===== src/rtl/fsrg_pkg.sv =====
package fsrg_pkg;

  typedef enum logic [1:0] {
    VIEW_ARRAY = 2'd0,
    VIEW_PROG  = 2'd1,
    VIEW_ERASE = 2'd2,
    VIEW_HELD  = 2'd3
  } view_t;

  typedef enum logic [1:0] {
    SP_RUN  = 2'd0,
    SP_WAIT = 2'd1,
    SP_HELD = 2'd2
  } susp_st_t;

  localparam int BIT_POLL   = 7;
  localparam int BIT_TGL    = 6;
  localparam int BIT_REGION = 2;

endpackage


===== src/rtl/fsrg_susp_timer.sv =====
module fsrg_susp_timer #(
  parameter int SUSP_CYC = 2000
) (
  input  logic clk,
  input  logic rst_n,
  input  logic op_busy,
  input  logic op_erase,
  input  logic op_susp,
  output logic held
);
  import fsrg_pkg::*;

  localparam int CW = $clog2(SUSP_CYC + 1);
  localparam logic [CW-1:0] LAST = CW'(SUSP_CYC - 1);

  susp_st_t st_q, st_d;
  logic [CW-1:0] cnt_q, cnt_d;
  logic hold_req;

  assign hold_req = op_busy & op_erase & op_susp;

  always_comb begin
    st_d  = st_q;
    cnt_d = cnt_q;
    if (!hold_req) begin
      st_d  = SP_RUN;
      cnt_d = '0;
    end else begin
      case (st_q)
        SP_RUN: begin
          st_d  = SP_WAIT;
          cnt_d = '0;
        end
        SP_WAIT: begin
          if (cnt_q == LAST) st_d = SP_HELD;
          else               cnt_d = cnt_q + 1'b1;
        end
        default: st_d = SP_HELD;
      endcase
    end
  end

  always_ff @(posedge clk or negedge rst_n) begin
    if (!rst_n) begin
      st_q  <= SP_RUN;
      cnt_q <= '0;
    end else begin
      st_q  <= st_d;
      cnt_q <= cnt_d;
    end
  end

  assign held = hold_req & (st_q == SP_HELD);

endmodule


===== src/rtl/fsrg_region.sv =====
module fsrg_region #(
  parameter int AW = 20
) (
  input  logic [AW-1:0] rd_addr,
  input  logic [AW-1:0] op_addr,
  input  logic [AW-1:0] region_mask,
  output logic          in_region
);
  logic [AW-1:0] diff;

  assign diff      = (rd_addr ^ op_addr) & ~region_mask;
  assign in_region = (diff == '0);

endmodule


===== src/rtl/fsrg_toggle.sv =====
module fsrg_toggle (
  input  logic            clk,
  input  logic            rst_n,
  input  logic            rd_stb,
  input  fsrg_pkg::view_t view,
  input  logic            in_region,
  output logic            t6,
  output logic            t2
);
  import fsrg_pkg::*;

  logic t6_en, t2_en;

  assign t6_en = rd_stb & ((view == VIEW_PROG) | (view == VIEW_ERASE));
  assign t2_en = rd_stb & in_region & ((view == VIEW_ERASE) | (view == VIEW_HELD));

  always_ff @(posedge clk or negedge rst_n) begin
    if (!rst_n) begin
      t6 <= 1'b0;
      t2 <= 1'b0;
    end else begin
      if (t6_en) t6 <= ~t6;
      if (t2_en) t2 <= ~t2;
    end
  end

endmodule


===== src/rtl/fsrg_word_mux.sv =====
module fsrg_word_mux #(
  parameter int DW = 16
) (
  input  fsrg_pkg::view_t view,
  input  logic            in_region,
  input  logic [DW-1:0]   arr_data,
  input  logic            prog_poll_bit,
  input  logic            t6,
  input  logic            t2,
  output logic [DW-1:0]   word
);
  import fsrg_pkg::*;

  always_comb begin
    word = '0;
    case (view)
      VIEW_PROG: begin
        word[BIT_POLL] = ~prog_poll_bit;
        word[BIT_TGL]  = t6;
      end
      VIEW_ERASE: begin
        word[BIT_TGL]    = t6;
        word[BIT_REGION] = in_region & t2;
      end
      VIEW_HELD: begin
        if (in_region) begin
          word[BIT_TGL]    = 1'b1;
          word[BIT_REGION] = t2;
        end else begin
          word = arr_data;
        end
      end
      default: word = arr_data;
    endcase
  end

endmodule


===== src/rtl/flash_status_rdgen.sv =====
module flash_status_rdgen #(
  parameter int DW       = 16,
  parameter int AW       = 20,
  parameter int SUSP_CYC = 2000
) (
  input  logic          clk,
  input  logic          rst_n,
  input  logic          rd_stb,
  input  logic [AW-1:0] rd_addr,
  input  logic [DW-1:0] arr_data,
  input  logic          op_busy,
  input  logic          op_erase,
  input  logic          op_susp,
  input  logic [AW-1:0] op_addr,
  input  logic [AW-1:0] region_mask,
  input  logic          prog_poll_bit,
  output logic [DW-1:0] rd_q
);
  import fsrg_pkg::*;

  logic          held;
  logic          in_region;
  logic          t6, t2;
  view_t         view;
  logic [DW-1:0] word;
  logic [DW-1:0] rd_d;

  fsrg_susp_timer #(.SUSP_CYC(SUSP_CYC)) i_susp (
    .clk(clk), .rst_n(rst_n), .op_busy(op_busy), .op_erase(op_erase),
    .op_susp(op_susp), .held(held)
  );

  fsrg_region #(.AW(AW)) i_region (
    .rd_addr(rd_addr), .op_addr(op_addr), .region_mask(region_mask),
    .in_region(in_region)
  );

  always_comb begin
    if (!op_busy)      view = VIEW_ARRAY;
    else if (held)     view = VIEW_HELD;
    else if (op_erase) view = VIEW_ERASE;
    else               view = VIEW_PROG;
  end

  fsrg_toggle i_tgl (
    .clk(clk), .rst_n(rst_n), .rd_stb(rd_stb), .view(view),
    .in_region(in_region), .t6(t6), .t2(t2)
  );

  fsrg_word_mux #(.DW(DW)) i_mux (
    .view(view), .in_region(in_region), .arr_data(arr_data),
    .prog_poll_bit(prog_poll_bit), .t6(t6), .t2(t2), .word(word)
  );

  always_comb begin
    rd_d = rd_q;
    if (rd_stb) rd_d = word;
  end

  always_ff @(posedge clk or negedge rst_n) begin
    if (!rst_n) rd_q <= '0;
    else        rd_q <= rd_d;
  end

endmodule


===== config.mk =====
export PLATFORM = sky130hd
export DESIGN_NAME = flash_status_rdgen
export DESIGN_NICKNAME = d
export VERILOG_FILES = /design/src/rtl/fsrg_pkg.sv /design/src/rtl/fsrg_susp_timer.sv /design/src/rtl/fsrg_region.sv /design/src/rtl/fsrg_toggle.sv /design/src/rtl/fsrg_word_mux.sv /design/src/rtl/flash_status_rdgen.sv
export SDC_FILE = /design/constraint.sdc
export NUM_CORES = 1
export LEC_CHECK = 0
export BUFFER_PORTS_ARGS = -buffer_cell sky130_fd_sc_hd__buf_2
export CAP_MARGIN = 20
export CELL_PAD_IN_SITES_DETAIL_PLACEMENT = 1
export CELL_PAD_IN_SITES_GLOBAL_PLACEMENT = 2
export CORE_AREA = 2 2 89 91
export DETAILED_ROUTE_END_ITERATION = 10
export DIE_AREA = 0 0 91 93
export PLACE_DENSITY_LB_ADDON = 0.08
export SLEW_MARGIN = 20
export SYNTH_ARGS = -nofsm -noshare
export SYNTH_HDL_FRONTEND = slang
export SYNTH_SLANG_ARGS = --single-unit

===== constraint.sdc =====
create_clock -name clk -period 2.3 [get_ports clk]
set_input_delay 0.23 -clock clk [delete_from_list [all_inputs] [get_ports clk]]
set_output_delay 0.23 -clock clk [all_outputs]
set_load 0.01 [all_outputs]

==> impl_metrics.py <==
metrics = {
    "grt": {
        "grt_overflow": 0,
        "grt_pass1_vias": 1956,
        "grtUsageTotal_pct": 13.99,
        "grt_max_degree": 32,
        "antenna_found_initial": 0,
        "grt_pass1_wl_um": 9604,
    },
    "cts": {
        "cts_sinks": 31,
        "max-clock-path-buffers": 2,
        "cts_buffers": 5,
        "cts.clk_slew.worst_paths_ns": 0.07,
        "post-cts-setup-buffer-count": 0,
        "cts_root_buffer": "clkbuf_8",
        "insertion_delay_ns": 0.28,
        "htree_levels": 2,
        "cts_tree": "built",
        "post_cts_resized": 0,
        "hold_buffers": 0,
    },
    "final_layout": {
        "layout_common_cells": "98 x buf_2, 31 x dfrtp_1, 22 x xnor2_1",
        "num-fill-cells": 927,
        "final_cells": 388,
        "area_delta_synth_final_pct": 36.10,
        "final_cell_area_mm2": 0.002609,
        "layout_commonest_cell": "buf_2",
        "seq_area_um2": 775.7,
        "multi_input_area_mm2": 0.001066,
        "drive_gt1_share_pct": 46.85,
        "nets": 369,
        "num_antenna_cells": 0,
    },
    "sta": {
        "tightest_slew_ns": 0.7118,
        "hold_viol": 10,
        "finalCritPeriodShare_pct": 84.30,
        "fmax_mhz": 515.8,
        "clock_skew_ns": 0.006627,
        "min_period_ns": 1.939,
        "max_slew_margin_pct": 52.54,
        "slew_violations": 0,
        "grt_setup_unrepaired": "false",
        "fin_hold_ws_ns": -0.005129,
        "tns_ns": 0,
        "setup_viol": 0,
    },
    "setup_path": {
        "cp_max_fo": 10,
        "worst_ep_required_time_ns": 2.44,
        "cp.arrival_ns": 2.08,
        "rr_endpoint": "i_susp.cnt_q[2]",
        "crit_slowest_cell": "or2_1",
        "path_cells": "ha_1 -> nand3_1 -> nor4_2 -> o21a_1 -> or2_1 -> o21ai_0",
        "critPathKind": "reg2reg",
        "reg2reg_from": "i_susp.cnt_q[0]",
        "max_stage_delay_ns": 0.40,
        "start_kind": "register",
        "r2r_cells": 6,
        "end_kind": "register",
        "worst-r2r-setup-slack_ns": 0.36,
    },
    "drt": {
        "postRouteAntennaNets": 0,
        "drc_errors": 0,
        "met3_length_um": 206,
        "route.layer.met1.wl_um": 2240,
        "viasPerCell": 4.521,
        "top_layer": "met4",
        "wl_per_cell_um": 14.12,
        "drt-total-wl_um": 5480,
        "wl_met2_um": 2979,
        "num_vias": 1754,
        "drt_iter0_drc": 27,
        "firstDrtPassIters": 2,
    },
    "pwr": {
        "power_leakage_nw": 1.192,
        "p_int_w": 0.001003,
        "p_per_area_mw_per_mm2": 527.9,
        "p_switching_w": 0.0003742,
        "clockPowerShare_pct": 35.1,
        "seq_power_share_pct": 44.1,
        "swShare_pct": 27.17,
        "ir_drop_mv": 0.2269,
        "p_comb_share_pct": 20.8,
    },
    "floorplanning": {
        "row_count": 32,
        "core_area_mm2": 0.007527,
        "die_area_mm2": 0.008463,
        "initial_utilization_pct": 25.47,
        "die_w_um": 91,
        "die_h_um": 93,
        "num_io_pins": 99,
    },
    "status": {
        "outcome": "finished, violations left",
        "failed_checks": "negative hold slack",
    },
    "yosys": {
        "async_reset_ff_share_pct": 100.0,
        "synth_edf_count": 0,
        "yosysTopAreaCell": "dfrtp_1",
        "synth_cells": 185,
        "ys.flop_type": "dfrtp_1",
        "yosysWarnings": 0,
        "ys_ff_latch": 31,
        "synthDistinctLibCells": 45,
        "yosys-top-cells-area": "dfrtp_1 40%, xnor2_1 10%, mux2i_1 6.8%",
        "syn_nets": 269,
        "syn_area_per_cell_um2": 10.36,
        "yosysSeqAreaShare_pct": 40.47,
        "synth_top_area_share_pct": 40.47,
        "netlist_area_mm2": 0.001917,
    },
    "placed_design": {
        "dpl.hpwl_um": 4325,
        "placed_cell_area_mm2": 0.002505,
        "gp_congestion": 0.6753,
        "io_buffers": 98,
        "place_inst": 380,
    },
    "flow_run": {
        "cap_violations": 0,
    },
    "hold_path": {
        "min_path_type": "in2async",
    },
}
-- final cells by class --
| class | count | area share, % |
|---|---|---|
| Inverter | 4 | 0.5755 |
| Multi-Input combinational cell | 141 | 40.86 |
| Clock buffer | 7 | 3.693 |
| Tap cell | 102 | 4.892 |
| Sequential cell | 31 | 29.74 |
| Timing Repair Buffer | 102 | 19.95 |
| Clock inverter | 1 | 0.2878 |
-- synthesized netlist by cell type (all sizes together), types with 4 or more instances --
| cell | count |
|---|---|
| a21oi | 14 |
| and3 | 4 |
| buf | 4 |
| clkbuf | 5 |
| dfrtp | 31 |
| inv | 4 |
| mux2i | 13 |
| nand2 | 11 |
| nor2 | 8 |
| nor4 | 4 |
| o21ai | 17 |
| o22ai | 10 |
| o31ai | 6 |
| xnor2 | 22 |
-- flip-flops by register name (all words and copies together) (netlist names) --
| signal | flops |
|---|---|
| i_susp.st_q | 2 |
| rd_q | 16 |
| i_tgl.t6 | 1 |
| i_susp.cnt_q | 11 |
| i_tgl.t2 | 1 |
-- critical path: cells and delay by family (launching register included) --
kind,cells,cell delay (ns)
AOI/OAI and AO/OA,2,0.34
adders and majority gates,1,0.23
DFF,1,0.39
and+or+nand+nor,3,0.85
-- worst max-delay path by stage --
| stage | slack (ns) | to | startpoint |
|---|---|---|---|
| 3_3_place_gp | 0.39 | i_susp.cnt_q[2] | i_susp.cnt_q[0] |
| 5_1_grt | 0.07 | i_susp.cnt_q[2] | i_susp.cnt_q[0] |
| 2_1_floorplan | 0.66 | i_susp.cnt_q[6] | i_susp.cnt_q[0] |
| 3_5_place_dp | 0.28 | i_susp.cnt_q[2] | i_susp.cnt_q[0] |
| 6_report | 0.36 | i_susp.cnt_q[2] | i_susp.cnt_q[0] |
| 4_1_cts | 0.29 | i_susp.cnt_q[2] | i_susp.cnt_q[0] |
-- layer usage --
layer,vias up,GRT usage (%)
li1,874,-
met1,839,16.16
met2,35,26.30
met3,6,2.981
met4,0,3.409
met5,-,0
-- power by group through the flow --
stage	Combinational [W]	Sequential [W]	Clock [W]
final	0.000286	0.000607	0.000484
after global routing	0.000321	0.000612	0.000533
after CTS	0.000294	0.000608	0.000507
after detailed placement	0.000292	0.000619	0
after global placement	0.000289	0.000617	0
after floorplan	0.000135	0.000629	0
-- per-stage QoR --
stage	util, %	setup WS (ns)	total power, W
after floorplan	-	0.6582	0.0007645
after global placement	33.28	0.3879	0.0009066
after detailed placement	33.28	0.2840	0.0009111
after CTS	34.66	0.2920	0.001409
after global routing	34.66	0.06998	0.001466
final	34.66	0.3612	0.001377
-- cell families after synthesis --
logic type,share of synthesized area (%)
DFF,40.47
and+or+nand+nor,15.73
AOI/OAI and AO/OA,22.39
xor gates and xnor gates,10.05
buffers and inverters,3.916
muxes,6.788
adders and majority gates,0.6526
Power figures use the tool's default switching activity.
